$ cat config.mk
export PLATFORM = sky130hd
export DESIGN_NAME = lra_readout_ctrl
export DESIGN_NICKNAME = d
export VERILOG_FILES = /design/src/rtl/lra_pkg.sv /design/src/rtl/lra_token_chain.sv /design/src/rtl/lra_rst_window.sv /design/src/rtl/lra_start_gate.sv /design/src/rtl/lra_readout_ctrl.sv
export SDC_FILE = /design/constraint.sdc
export NUM_CORES = 1
export LEC_CHECK = 0
export BUFFER_PORTS_ARGS = -buffer_cell sky130_fd_sc_hd__buf_2
export CORE_MARGIN = 2
export CORE_UTILIZATION = 48
export DETAILED_ROUTE_END_ITERATION = 7
export PLACE_DENSITY = 0.77
export SYNTH_ARGS = -nofsm -noshare
export SYNTH_HDL_FRONTEND = slang
export SYNTH_SLANG_ARGS = --single-unit
$ cat constraint.sdc
create_clock -name clk -period 2.15 [get_ports clk]
set_input_delay 0 -clock clk [delete_from_list [all_inputs] [get_ports clk]]
set_output_delay 0 -clock clk [all_outputs]
set_load 0.005 [all_outputs]
$ cat src/rtl/lra_pkg.sv
package lra_pkg;
  localparam int unsigned LRA_NPIX    = 102;
  localparam int unsigned LRA_RST_CYC = 18;
endpackage

$ cat src/rtl/lra_token_chain.sv
// One-hot select chain: stage 0 loads the launch bit, every other stage
// copies its lower neighbour; the token falls off the top stage.
module lra_token_chain #(
  parameter int unsigned NSTG = lra_pkg::LRA_NPIX
) (
  input  logic            clk,
  input  logic            rst_n,
  input  logic            launch,
  output logic [NSTG-1:0] sel
);
  logic [NSTG-1:0] sel_nxt;

  generate
    for (genvar g = 0; g < NSTG; g++) begin : g_stage
      if (g == 0) begin : g_head
        assign sel_nxt[g] = launch;
      end else begin : g_body
        assign sel_nxt[g] = sel[g-1];
      end
    end
  endgenerate

  always_ff @(posedge clk or negedge rst_n) begin
    if (!rst_n) sel <= '0;
    else        sel <= sel_nxt;
  end
endmodule

$ cat src/rtl/lra_rst_window.sv
// Down-counter that keeps the integrator reset active for WIN cycles
// after a launch edge.
module lra_rst_window #(
  parameter int unsigned WIN = lra_pkg::LRA_RST_CYC
) (
  input  logic clk,
  input  logic rst_n,
  input  logic launch,
  output logic active
);
  localparam int unsigned CW = $clog2(WIN + 1);
  localparam logic [CW-1:0] LOAD = CW'(WIN);

  logic [CW-1:0] remain;

  always_ff @(posedge clk or negedge rst_n) begin
    if (!rst_n)              remain <= '0;
    else if (launch)         remain <= LOAD;
    else if (remain != '0)   remain <= remain - 1'b1;
  end

  assign active = (remain != '0);
endmodule

$ cat src/rtl/lra_start_gate.sv
// Qualifies the start input against the busy state and flags a start
// that stays high across two edges.
module lra_start_gate (
  input  logic clk,
  input  logic rst_n,
  input  logic start_in,
  input  logic busy,
  output logic launch,
  output logic dbl_err
);
  logic start_q;

  always_ff @(posedge clk or negedge rst_n) begin
    if (!rst_n) begin
      start_q <= 1'b0;
      dbl_err <= 1'b0;
    end else begin
      start_q <= start_in;
      dbl_err <= start_in & start_q;
    end
  end

  assign launch = start_in & ~busy;
endmodule

$ cat src/rtl/lra_readout_ctrl.sv
module lra_readout_ctrl #(
  parameter int unsigned NPIX    = lra_pkg::LRA_NPIX,
  parameter int unsigned RST_CYC = lra_pkg::LRA_RST_CYC
) (
  input  logic            clk,
  input  logic            rst_n,
  input  logic            start_in,
  output logic [NPIX-1:0] pix_sel,
  output logic            hold_smp,
  output logic            integ_rst,
  output logic            out_en,
  output logic            dbl_start_err
);
  logic busy;
  logic launch;

  lra_start_gate u_gate (
    .clk      (clk),
    .rst_n    (rst_n),
    .start_in (start_in),
    .busy     (busy),
    .launch   (launch),
    .dbl_err  (dbl_start_err)
  );

  lra_token_chain #(.NSTG(NPIX)) u_chain (
    .clk    (clk),
    .rst_n  (rst_n),
    .launch (launch),
    .sel    (pix_sel)
  );

  lra_rst_window #(.WIN(RST_CYC)) u_win (
    .clk    (clk),
    .rst_n  (rst_n),
    .launch (launch),
    .active (integ_rst)
  );

  // A readout is in progress exactly while a token is in the chain.
  assign busy     = |pix_sel;
  assign hold_smp = busy;
  assign out_en   = busy;
endmodule

==> key figures, run 1 <==
Run status
  – Outcome: finished, final reports clean

Layout
  – Area delta synth->final: 29.1%
  – Post-route cell area: between 3000 and 4000 µm²
  – Most frequent cells in the layout: dfrtp_1 (109), buf_2 (107), nor4_1 (21), clkbuf_8 (9), nor2_1 (6)
  – Diodes inserted: 0
  – Utilization after layout: 0.637
  – Commonest non-fill, non-tap cell in the layout: dfrtp_1
  – Share of post-route cells with drive strength above 1: 0.444
  – Final nets: roughly 300
  – Final non-filler cell total: 370

Clock network
  – Worst skew pair latency: 0.37 ns
  – TritonCTS clock tree: done
  – CTS Buf Count: 9
  – CTS Root Cell: clkbuf_8
  – Clock Path Buffers: 2
  – Clock Sink Count: 109
  – Clk pin slew, worst setup/hold paths: roughly 0.12 ns
  – H-tree levels: 3

STA
  – Final-report max-slew violation count: 0
  – Final worst clock skew: 0.0135 ns
  – F_max: just over 0.5 GHz
  – Relative slew slack: 0.482
  – Post-layout minimum cycle time: a little under 2 ns
  – Worst Max-Slew Pin Slew: between 0.7 and 0.8 ns
  – Final setup vio count: 0
  – Setup TNS: 0 ns
  – Period utilisation layout: 0.918
  – Final Hold Fails: 0

Synth
  – Sequential area share after synthesis: 0.881
  – Avg Synthesized Cell Area: around 18 µm²
  – Cell taking the most area after synthesis: dfrtp_1
  – Synthesized Nets: 172
  – Share of the synthesized area in the top cell type: 0.881
  – Cell variety after synth: 19
  – Synth Instances: ~170
  – Yosys warns: 0
  – Mapped cell area: between 3000 and 4000 µm²
  – Yosys reg bits: between 100 and 150
  – Synth area leaders: dfrtp_1 (88%), nor4_1 (4.8%), nand4_1 (1.0%), nor4_2 (0.81%), nor2_1 (0.73%)

Critical path
  – Critical-path cell list: nor4_2 -> nand4_1 -> nor4_4 -> nand3_1 -> buf_2
  – Critical Path Max Stage Delay: 0.44 ns
  – R2R Setup Slk: ~0.36 ns
  – Crit path arrival time: approximately 2.0 ns
  – Worst setup EP type: output pin
  – RR Endpoint: u_win.remain[1]
  – Worst r2r path cells: 5
  – Slowest CP cell: dfrtp_1
  – Buf/Inv on CP: 1
  – Startpoint types: flip-flop
  – Crit-path leading delay family: simple AND/OR/NAND/NOR gates
  – Critical path required time: 2.15 ns
  – Crit Path Class: flip-flop to output pin
  – Worst-path fanout max: 3
  – Reg2reg start: u_chain.sel[13]

Global routing
  – Vias in the first global route: around 1900
  – Overall Global Routing Usage: 0.190
  – Largest net degree at the start of global routing: 64
  – Total gr overflow: 0
  – First-pass GRT wire length: a little over 10 mm
  – Antenna violations before repair: 0

Pwr
  – Cell Int Power: 2780 µW
  – Sequential power share: 0.585
  – Sw Pwr: roughly 1000 µW
  – Clock share of power: 0.321
  – LEAKAGE: ~0.0024 µW
  – Maximum vdd drop: approximately 0.00070 V
  – Logic gate share of total power: 0.094
  – Switching part of the total: 0.271
  – Power density over the cells: roughly 950 nW/µm²

Floorplanning
  – Die Y: between 80 and 90 µm
  – Core area: between 6000 and 7000 µm²
  – Die area: between 7000 and 8000 µm²
  – Total number of placement rows: 29
  – Initial core utilization: 0.493
  – Ports: about 110
  – Die Wd: roughly 84 µm

Routing
  – DRC: 0
  – Via density: 5.01
  – DRT iter0 DRCs: between 70 and 80
  – Antenna Nets Post-Route: 0
  – Routed length per placed instance: 17.0 µm
  – Final WL: roughly 6.3 mm
  – Routed vias: ~1900
  – DR pass1 iterations: 4

Placed design
  – Post-DP HPWL: 4.52 mm
  – Placed cell area: between 3000 and 4000 µm²
  – Global placer's final weighted congestion: about 0.77
  – Port Buf Inserts: 108
  – Dpl cells: around 350

Min path
  – Worst Hold Class: primary input to asynchronous set/reset pin

Flow run
  – Max_cap viols: 0
-- through the flow --
step / total power, µW / setup slack, ns / hold WS, ns
floorplan: 2450 / 0.612 / -0.296
global placement: 2600 / 0.394 / 0.111
detailed placement: 2610 / 0.382 / 0.127
CTS: 3840 / 0.132 / 0.247
global route: 4020 / -0.0260 / 0.291
finish: 3810 / 0.177 / 0.219
-- per-layer routing --
layer,global-route usage,share of wire
met5,0,0
met4,0.0616,0.011
met3,0.0698,0.077
met2,0.258,0.43
met1,0.289,0.48
-- cells in the mapped netlist, drive strengths merged --
cell / instances
buf: 2
a21o: 1
nand4: 5
nand2b: 1
dfrtp: 109
nand2: 5
nand3b: 1
nor2: 6
nand3: 1
xnor2: 1
o21ai: 1
xor2: 2
and4: 2
nor4: 26
inv: 2
ha: 1
and2: 1
nor3: 1
-- power groups by stage --
stage          Clock [µW]  Combinational (µW)  Sequential, µW
2_1_floorplan           0                 198            2250
3_3_place_gp            0                 337            2260
3_5_place_dp            0                 348            2270
4_1_cts              1260                 353            2220
5_1_grt              1350                 426            2240
6_report             1220                 358            2230
-- registers in the layout, indices dropped and copies added, names as in the netlist --
| signal | flops |
|---|---|
| u_gate.start_q | 1 |
| u_gate.dbl_err | 1 |
| u_win.remain | 5 |
| u_chain.sel | 102 |
-- worst max path at each step --
stage	startpoint	cells after the start	endpoint	slack (ns)
after floorplan	u_chain.sel[63]	6	u_win.remain[0]	0.61
after global placement	u_chain.sel[79]	5	u_win.remain[1]	0.39
after detailed placement	u_chain.sel[79]	5	u_win.remain[3]	0.38
after CTS	u_chain.sel[79]	5	out_en	0.13
after global routing	u_chain.sel[13]	5	out_en	-0.03
final	u_chain.sel[13]	5	out_en	0.18
-- logic make-up after synthesis --
logic type / Yosys count / synth area share
AO/OA/AOI/OAI: 2 / 0.00404
AND/OR/NAND/NOR: 49 / 0.0954
flip-flops: 109 / 0.881
buffers and inverters: 4 / 0.00727
adder cells (fa/ha/maj): 1 / 0.00404
XOR/XNOR: 3 / 0.00849
-- repair_timing --
| action | in CTS | in global routing |
|---|---|---|
| endpoints found under the hold margin | 65 | 0 |
| setup buffers | 0 | 0 |
| hold buffers | 2 | 0 |
| gates resized for setup | 0 | 4 |
| setup endpoints to repair | 0 | 2 |
-- area by class of cell --
class	count	area, µm²
flip-flops and latches	109	2730
repair buffers	111	583
well taps	77	96.3
clock inverters	7	83.8
multi-input cells	55	374
clock buffers	9	124
inverters	2	7.51
fillers	489	2280
Power figures use the tool's default switching activity.
==> run 2, diff against run 1 <==
--- a/config.mk
+++ b/config.mk
@@ -5,11 +5,12 @@
 export SDC_FILE = /design/constraint.sdc
 export NUM_CORES = 1
 export LEC_CHECK = 0
-export BUFFER_PORTS_ARGS = -buffer_cell sky130_fd_sc_hd__buf_2
+export ABC_AREA = 1
 export CORE_MARGIN = 2
-export CORE_UTILIZATION = 48
+export CORE_UTILIZATION = 54
 export DETAILED_ROUTE_END_ITERATION = 7
-export PLACE_DENSITY = 0.77
+export DONT_BUFFER_PORTS = 1
+export PLACE_DENSITY = 0.72
 export SYNTH_ARGS = -nofsm -noshare
 export SYNTH_HDL_FRONTEND = slang
 export SYNTH_SLANG_ARGS = --single-unit
==> constraint.sdc (replaced) <==
create_clock -name clk -period 1.8 [get_ports clk]
set_input_delay 0 -clock clk [delete_from_list [all_inputs] [get_ports clk]]
set_output_delay 0 -clock clk [all_outputs]
set_load 0.005 [all_outputs]
==> run 2 against run 1 <==
The flow now finishes with violations (negative hold slack); hold slack worse by 0.90 ns; critical path type unchanged; die area down 6.4%; sequential cell count unchanged; sequential share of layout area is 8.8 points higher; cell area down 11%; synthesized cell count rose by 38%; wire length shrank 10%; critical endpoint unchanged; largest power group unchanged; sequential power rose by 19%; via count decreased by 12%; count of clock-buffer cells in the layout stayed put; combinational power fell by 11%.
==> key figures, run 2 <==
Run status
  – Outcome: finished, violations left
  – Failing checks: negative hold slack

Global routing
  – Overall Global Routing Usage: 0.183 (-0.00700)
  – Vias in the first global route: 1668 (-12%)
  – Largest net degree at the start of global routing: 110 (+72%)
  – First-pass GRT wire length: 8.55 mm (-16%)
  – Antenna violations before repair: 0 (unchanged)
  – Total gr overflow: 0 (unchanged)

Clock network
  – TritonCTS clock tree: done
  – Clk pin slew, worst setup/hold paths: 0.10 ns (-0.02 ns)
  – CTS Buf Count: 9 (unchanged)
  – Clock Sink Count: 109 (unchanged)
  – Worst skew pair latency: 0.36 ns (about the same)
  – Clock Path Buffers: 2 (unchanged)
  – CTS Root Cell: clkbuf_8
  – H-tree levels: 3 (unchanged)
  – Hold buffer count at cts: 1 (-1)

Synth
  – Synth area leaders: dfrtp_1 (84%), nor2_1 (7.5%), nand2_1 (3.9%), xor2_1 (0.81%), inv_1 (0.58%)
  – Post-synth EDFFs: 0 (unchanged)
  – Count leader, synth: dfrtp_1
  – Share of the synthesized area in the top cell type: 0.839 (-0.0414)
  – Synthesized Nets: 235 (+37%)
  – Commonest cells post-synth: dfrtp_1 (109), nor2_1 (65), nand2_1 (34)
  – Cell taking the most area after synthesis: dfrtp_1
  – Cell variety after synth: 15 (-4)
  – Avg Synthesized Cell Area: 14.1 µm² (-24%)
  – Post-synth ARST share: 1.00 (unchanged)
  – Mapped cell area: 3250 µm² (+4.9%)
  – Sequential area share after synthesis: 0.839 (-0.0414)
  – Primary FF master, synth: dfrtp_1
  – Synth Instances: 231 (+38%)
  – Yosys reg bits: 109 (unchanged)
  – Yosys warns: 0 (unchanged)

Routing
  – Antenna Nets Post-Route: 0 (unchanged)
  – Via density: 5.05 (+0.77%)
  – DRT iter0 DRCs: 87 (+14%)
  – DRC: 0 (unchanged)
  – DR pass1 iterations: 4 (unchanged)
  – Routed length per placed instance: 17.5 µm (+2.7%)
  – Routed vias: 1636 (-12%)
  – Final WL: 5.66 mm (-10%)

STA
  – Setup TNS: 0 ns (unchanged)
  – F_max: 0.612 GHz
  – Worst Max-Slew Pin Slew: 0.234 ns (-0.543 ns)
  – WHS: -0.679 ns (-0.898 ns)
  – Period utilisation layout: 0.907
  – Final Hold Fails: 109 (+109)
  – Post-layout minimum cycle time: 1.63 ns
  – Final-report max-slew violation count: 0 (unchanged)
  – Relative slew slack: 0.844 (+0.362)
  – RSZ-0062 raised after global routing: no
  – Final worst clock skew: 0.00539 ns (-0.00808 ns)
  – Final setup vio count: 0 (unchanged)

Layout
  – Biggest regs: u_chain.sel: 102 flops, u_win.remain: 5 flops
  – Max reg flops: 102 (unchanged)
  – Most frequent cells in the layout: dfrtp_1 (109), nor2_1 (63), nand2_1 (34), clkbuf_8 (9), inv_1 (5)
  – Final nets: 248 (-15%)
  – Share of post-route cells with drive strength above 1: 0.0924 (-0.351)
  – Largest Register: u_chain.sel
  – Final non-filler cell total: 324 (-12%)
  – Area delta synth->final: 8.97%
  – Commonest non-fill, non-tap cell in the layout: dfrtp_1
  – Post-route cell area: 3540 µm² (-11%)
  – Footprint of the multi-input gates: 489 µm² (+31%)
  – Diodes inserted: 0 (unchanged)
  – Reg area: 2730 µm² (unchanged)
  – FILL cells: 434 (-11%)

Critical path
  – Startpoint types: flip-flop
  – Buf/Inv on CP: 1 (unchanged)
  – Slowest CP cell: dfrtp_1
  – Crit-path leading delay family: simple AND/OR/NAND/NOR gates
  – Critical Path Max Stage Delay: 0.42 ns (-0.02 ns)
  – Worst-path fanout max: 3 (unchanged)
  – Worst setup EP type: output pin
  – Critical path required time: 1.80 ns (-0.35 ns)
  – Critical-path cell list: or2_1 -> nor2_1 -> nand2_1 -> nor2_1 -> nand2_1 -> nor2_4 -> inv_1
  – Crit path arrival time: 1.63 ns (-0.34 ns)
  – Crit Path Class: flip-flop to output pin

Floorplanning
  – Core area: 5850 µm² (-6.8%)
  – Die Y: 81.6 µm (-3.3%)
  – Ports: 109 (unchanged)
  – Total number of placement rows: 28 (-3.4%)
  – Die Wd: 81.6 µm (-3.3%)
  – Die area: 6650 µm² (-6.4%)
  – Initial core utilization: 0.555 (+0.0621)

Flow run
  – Max_cap viols: 0 (unchanged)

Placed design
  – Port Buf Inserts: 0 (-100%)
  – Dpl cells: 304 (-14%)
  – Placed cell area: 3320 µm² (-11%)
  – Post-DP HPWL: 4.02 mm (-11%)
  – Global placer's final weighted congestion: 0.710 (-7.5%)

Pwr
  – LEAKAGE: 0.00194 µW (-18%)
  – Total power: 4300 µW (+13%)
  – Maximum vdd drop: 0.000766 V (+9.3%)
  – Power density over the cells: 1210 nW/µm² (+27%)

Min path
  – Worst Hold Class: primary input to asynchronous set/reset pin
==> run 2: changes by cell type after synthesis, sizes merged, moves of 2 or more <==
cell	delta
a21oi	+3
and4	-2
inv	+3
nand2	+30
nand4	-2
nor2	+60
nor4	-26
or2	+2
==> run 2: final timing paths <==
kind	start	endpoint	slack, ns	cells after the start
max	u_chain.sel[9]	out_en	0.17	7
min	rst_n	u_chain.sel[57]	-0.68	0
max reg2reg	u_chain.sel[9]	u_win.remain[4]	0.21	10
min reg2reg	u_chain.sel[39]	u_chain.sel[40]	0.43	0
min in group clk	start_in	u_gate.start_q	0.35	1
max in group asynchronous	rst_n	u_chain.sel[38]	2.31	0
==> run 2: metal layers <==
layer  track usage  part of all wire  up-vias  wire, µm
li1              -                 -      740         -
met1         0.217              0.39      803      2210
met2         0.262              0.46       85      2610
met3         0.126              0.13        8       760
met4        0.0683             0.013        0        73
met5             0                 0        -         0
==> run 2: per-stage QoR <==
step                       util  hold slack [ns]  setup WS [ns]
final                     0.605           -0.679          0.167
after global routing      0.605           -0.720         0.0175
after CTS                 0.601           -0.704         0.0629
after detailed placement  0.568           -0.293          0.330
after global placement    0.568           -0.293          0.384
after floorplan               -           -0.296          0.434
==> run 2: repair_timing <==
item / 4_1_cts / 5_1_grt
gates resized for setup: 0 / 2
endpoints found under the hold margin: 117 / 109
buffers inserted: 0 / 3
setup endpoints to repair: 0 / 2
==> run 2: cell families after synthesis <==
family | count (synthesis) | share of synthesized area
flip-flops | 109 | 0.839
AND/OR/NAND/NOR | 107 | 0.131
buffers and inverters | 7 | 0.0116
AO/OA/AOI/OAI | 4 | 0.00616
XOR/XNOR | 3 | 0.00809
adder cells (fa/ha/maj) | 1 | 0.00385
==> run 2: area by class of cell <==
class | count | area share
Sequential cell | 109 | 0.770
Clock inverter | 7 | 0.0155
Inverter | 5 | 0.00530
Multi-Input combinational cell | 115 | 0.138
Clock buffer | 9 | 0.0350
Timing Repair Buffer | 4 | 0.00919
Tap cell | 75 | 0.0265
==> run 2: where the power goes <==
group / switching, µW / internal, µW / total (µW) / leakage, µW
logic: 179 / 140 / 319 / 0.000345
clock network: 797 / 523 / 1320 / 0.0000923
registers: 96.1 / 2560 / 2660 / 0.00150
==> run 3, diff against run 2 <==
--- a/config.mk
+++ b/config.mk
@@ -11,6 +11,7 @@
 export DETAILED_ROUTE_END_ITERATION = 7
 export DONT_BUFFER_PORTS = 1
 export PLACE_DENSITY = 0.72
+export REMOVE_ABC_BUFFERS = 1
 export SYNTH_ARGS = -nofsm -noshare
 export SYNTH_HDL_FRONTEND = slang
 export SYNTH_SLANG_ARGS = --single-unit
==> run 3 against run 2 <==
The flow still finishes with violations (negative hold slack); core utilization down 0.11 points; non-clock buffer count unchanged; total power down 0.41%; hold slack better by 0.0015 ns; sequential share of layout area up 0.14 points; register-to-register slack better by 0.07 ns; highest routed layer unchanged; critical endpoint unchanged; cell count unchanged; worst setup slack worse by 0.018 ns; critical path depth unchanged; sequential power about the same; wire length up 3.7%; combinational power down 3%.
==> key figures, run 3 (synthesized netlist as in run 2, its figures left out) <==
Layout
  – Utilization after layout: 0.604 (-0.00107)
  – Diodes inserted: 0 (unchanged)
  – FILL cells: 449 (+3.5%)
  – Most frequent cells in the layout: dfrtp_1 (109), nor2_1 (65), nand2_1 (34), clkbuf_8 (10), inv_1 (5)
  – Share of post-route cells with drive strength above 1: 0.0763 (-0.0161)
  – Post-route cell area: 3530 µm² (-0.18%)
  – Biggest regs: u_chain.sel: 102 flops, u_win.remain: 5 flops
  – Commonest non-fill, non-tap cell in the layout: dfrtp_1
  – Max reg flops: 102 (unchanged)
  – Largest Register: u_chain.sel
  – Area delta synth->final: 8.78%
  – Final nets: 248 (unchanged)

Critical path
  – R2R Setup Slk: 0.28 ns (+0.07 ns)
  – Crit path arrival time: 1.65 ns (+0.02 ns)
  – Startpoint types: flip-flop
  – Critical Path Max Stage Delay: 0.42 ns (about the same)
  – Slowest CP cell: dfrtp_1
  – Worst-path fanout max: 4 (+1)
  – Critical path required time: 1.80 ns (about the same)
  – Critical-path cell list: or2_1 -> nor2_1 -> nand2_1 -> nor2_1 -> nand2_1 -> nor2_4 -> inv_1
  – Crit Path Class: flip-flop to output pin
  – Worst setup EP type: output pin

Placed design
  – Post-DP HPWL: 4.00 mm (-0.52%)
  – Global placer's final weighted congestion: 0.734 (+3.4%)
  – Placed cell area: 3320 µm² (unchanged)
  – Port Buf Inserts: 0 (unchanged)

Pwr
  – Switching part of the total: 0.241 (-0.00842)
  – Power density over the cells: 1210 nW/µm² (-0.23%)
  – Maximum vdd drop: 0.000721 V (-5.9%)
  – Clock share of power: 0.306 (about the same)
  – LEAKAGE: 0.00192 µW (-0.55%)
  – Sw Pwr: 1030 µW (-3.8%)
  – Cell Int Power: 3250 µW (+0.71%)
  – Sequential power share: 0.622 (+0.003)
  – Logic gate share of total power: 0.072 (-0.002)

STA
  – Final-report max-slew violation count: 0 (unchanged)
  – F_max: 0.606 GHz (-1.1%)
  – Worst Max-Slew Pin Slew: 0.248 ns (+0.0135 ns)
  – Final worst clock skew: 0.0119 ns (+0.00650 ns)
  – WHS: -0.677 ns (+0.00145 ns)
  – Final setup vio count: 0 (unchanged)
  – Final Hold Fails: 109 (unchanged)
  – Period utilisation layout: 0.917 (+0.00984)
  – Relative slew slack: 0.834 (-0.00954)
  – Post-layout minimum cycle time: 1.65 ns (+0.0177 ns)

Clock network
  – CTS Root Cell: clkbuf_8
  – Clock Path Buffers: 2 (unchanged)
  – Clock Sink Count: 109 (unchanged)
  – Worst skew pair latency: 0.36 ns (about the same)
  – H-tree levels: 3 (unchanged)
  – CTS Buf Count: 9 (unchanged)
  – Hold buffer count at cts: 1 (unchanged)
  – Clk pin slew, worst setup/hold paths: 0.10 ns (about the same)
  – TritonCTS clock tree: done

Min path
  – Worst Hold Class: primary input to asynchronous set/reset pin

Routing
  – Antenna Nets Post-Route: 0 (unchanged)
  – Routed length per placed instance: 18.1 µm (+3.7%)
  – DR pass1 iterations: 4 (unchanged)
  – Routed vias: 1666 (+1.8%)
  – Final WL: 5.87 mm (+3.7%)
  – Via density: 5.14 (+1.8%)
  – DRT iter0 DRCs: 61 (-30%)
  – DRC: 0 (unchanged)

Global routing
  – Vias in the first global route: 1648 (-1.2%)
  – Total gr overflow: 0 (unchanged)
  – First-pass GRT wire length: 8.63 mm (+0.96%)
  – Antenna violations before repair: 0 (unchanged)
  – Largest net degree at the start of global routing: 110 (unchanged)
  – Overall Global Routing Usage: 0.185 (+0.00248)

Floorplanning
  – Total number of placement rows: 28 (unchanged)
  – Core area: 5850 µm² (unchanged)
  – Die Y: 81.6 µm (unchanged)
  – Die area: 6650 µm² (unchanged)
  – Die Wd: 81.6 µm (unchanged)
  – Ports: 109 (unchanged)
  – Initial core utilization: 0.555 (unchanged)

Run status
  – Failing checks: negative hold slack
  – Outcome: finished, violations left

Flow run
  – Max_cap viols: 0 (unchanged)
==> run 3: area by class of cell <==
cell class | count | area, µm² | area share
flip-flops and latches | 109 | 2730 | 0.772
multi-input cells | 115 | 484 | 0.137
clock buffers | 12 | 145 | 0.0411
well taps | 75 | 93.8 | 0.0265
clock inverters | 4 | 32.5 | 0.00920
repair buffers | 4 | 32.5 | 0.00920
inverters | 5 | 18.8 | 0.00531
==> run 3: repair_timing <==
action | in CTS | in global routing
gates resized for setup | 0 | 0
hold endpoints to repair | 117 | 109
endpoints found under the setup margin | 0 | 2
buffers inserted | 0 | 3
==> run 3: per-layer routing <==
layer | wire, µm | share of wire | track usage | up-vias
met3 | 625 | 0.11 | 0.0989 | 10
met4 | 65 | 0.011 | 0.0817 | 0
li1 | - | - | - | 743
met5 | 0 | 0 | 0 | -
met1 | 2470 | 0.42 | 0.234 | 841
met2 | 2710 | 0.46 | 0.267 | 72
==> run 3: worst paths after layout <==
kind,startpoint,endpoint,depth (start not counted)
max,u_chain.sel[9],out_en,7
min reg2reg,u_chain.sel[1],u_chain.sel[2],0
min,rst_n,u_chain.sel[59],0
max reg2reg,u_chain.sel[9],u_win.remain[4],9
max in group asynchronous,rst_n,u_win.remain[1],0
min in group clk,start_in,u_gate.start_q,1
==> run 3: critical path, delay by kind of cell, from the launching register on <==
kind          cells  cell delay (ns)
buf+inv           1             0.10
flops             1             0.42
simple gates      6             0.78
==> run 3: power by group through the flow <==
stage,sequential [µW],clock [µW],combinational [µW]
3_5_place_dp,2710,0,301
5_1_grt,2670,1460,366
4_1_cts,2660,1370,302
2_1_floorplan,2680,0,249
3_3_place_gp,2700,0,283
6_report,2660,1310,308
==> run 3: stage by stage <==
stage          setup TNS (ns)  instances  hold WS (ns)  power (µW)  worst slack, ns
6_report                    0        324        -0.677        4280            0.149
5_1_grt               -0.0197        324        -0.718        4510         -0.00983
4_1_cts                     0        321        -0.705        4340           0.0756
3_5_place_dp                0        304        -0.293        3010            0.345
3_3_place_gp                0        304        -0.293        2990            0.410
2_1_floorplan               0        229        -0.296        2930            0.464
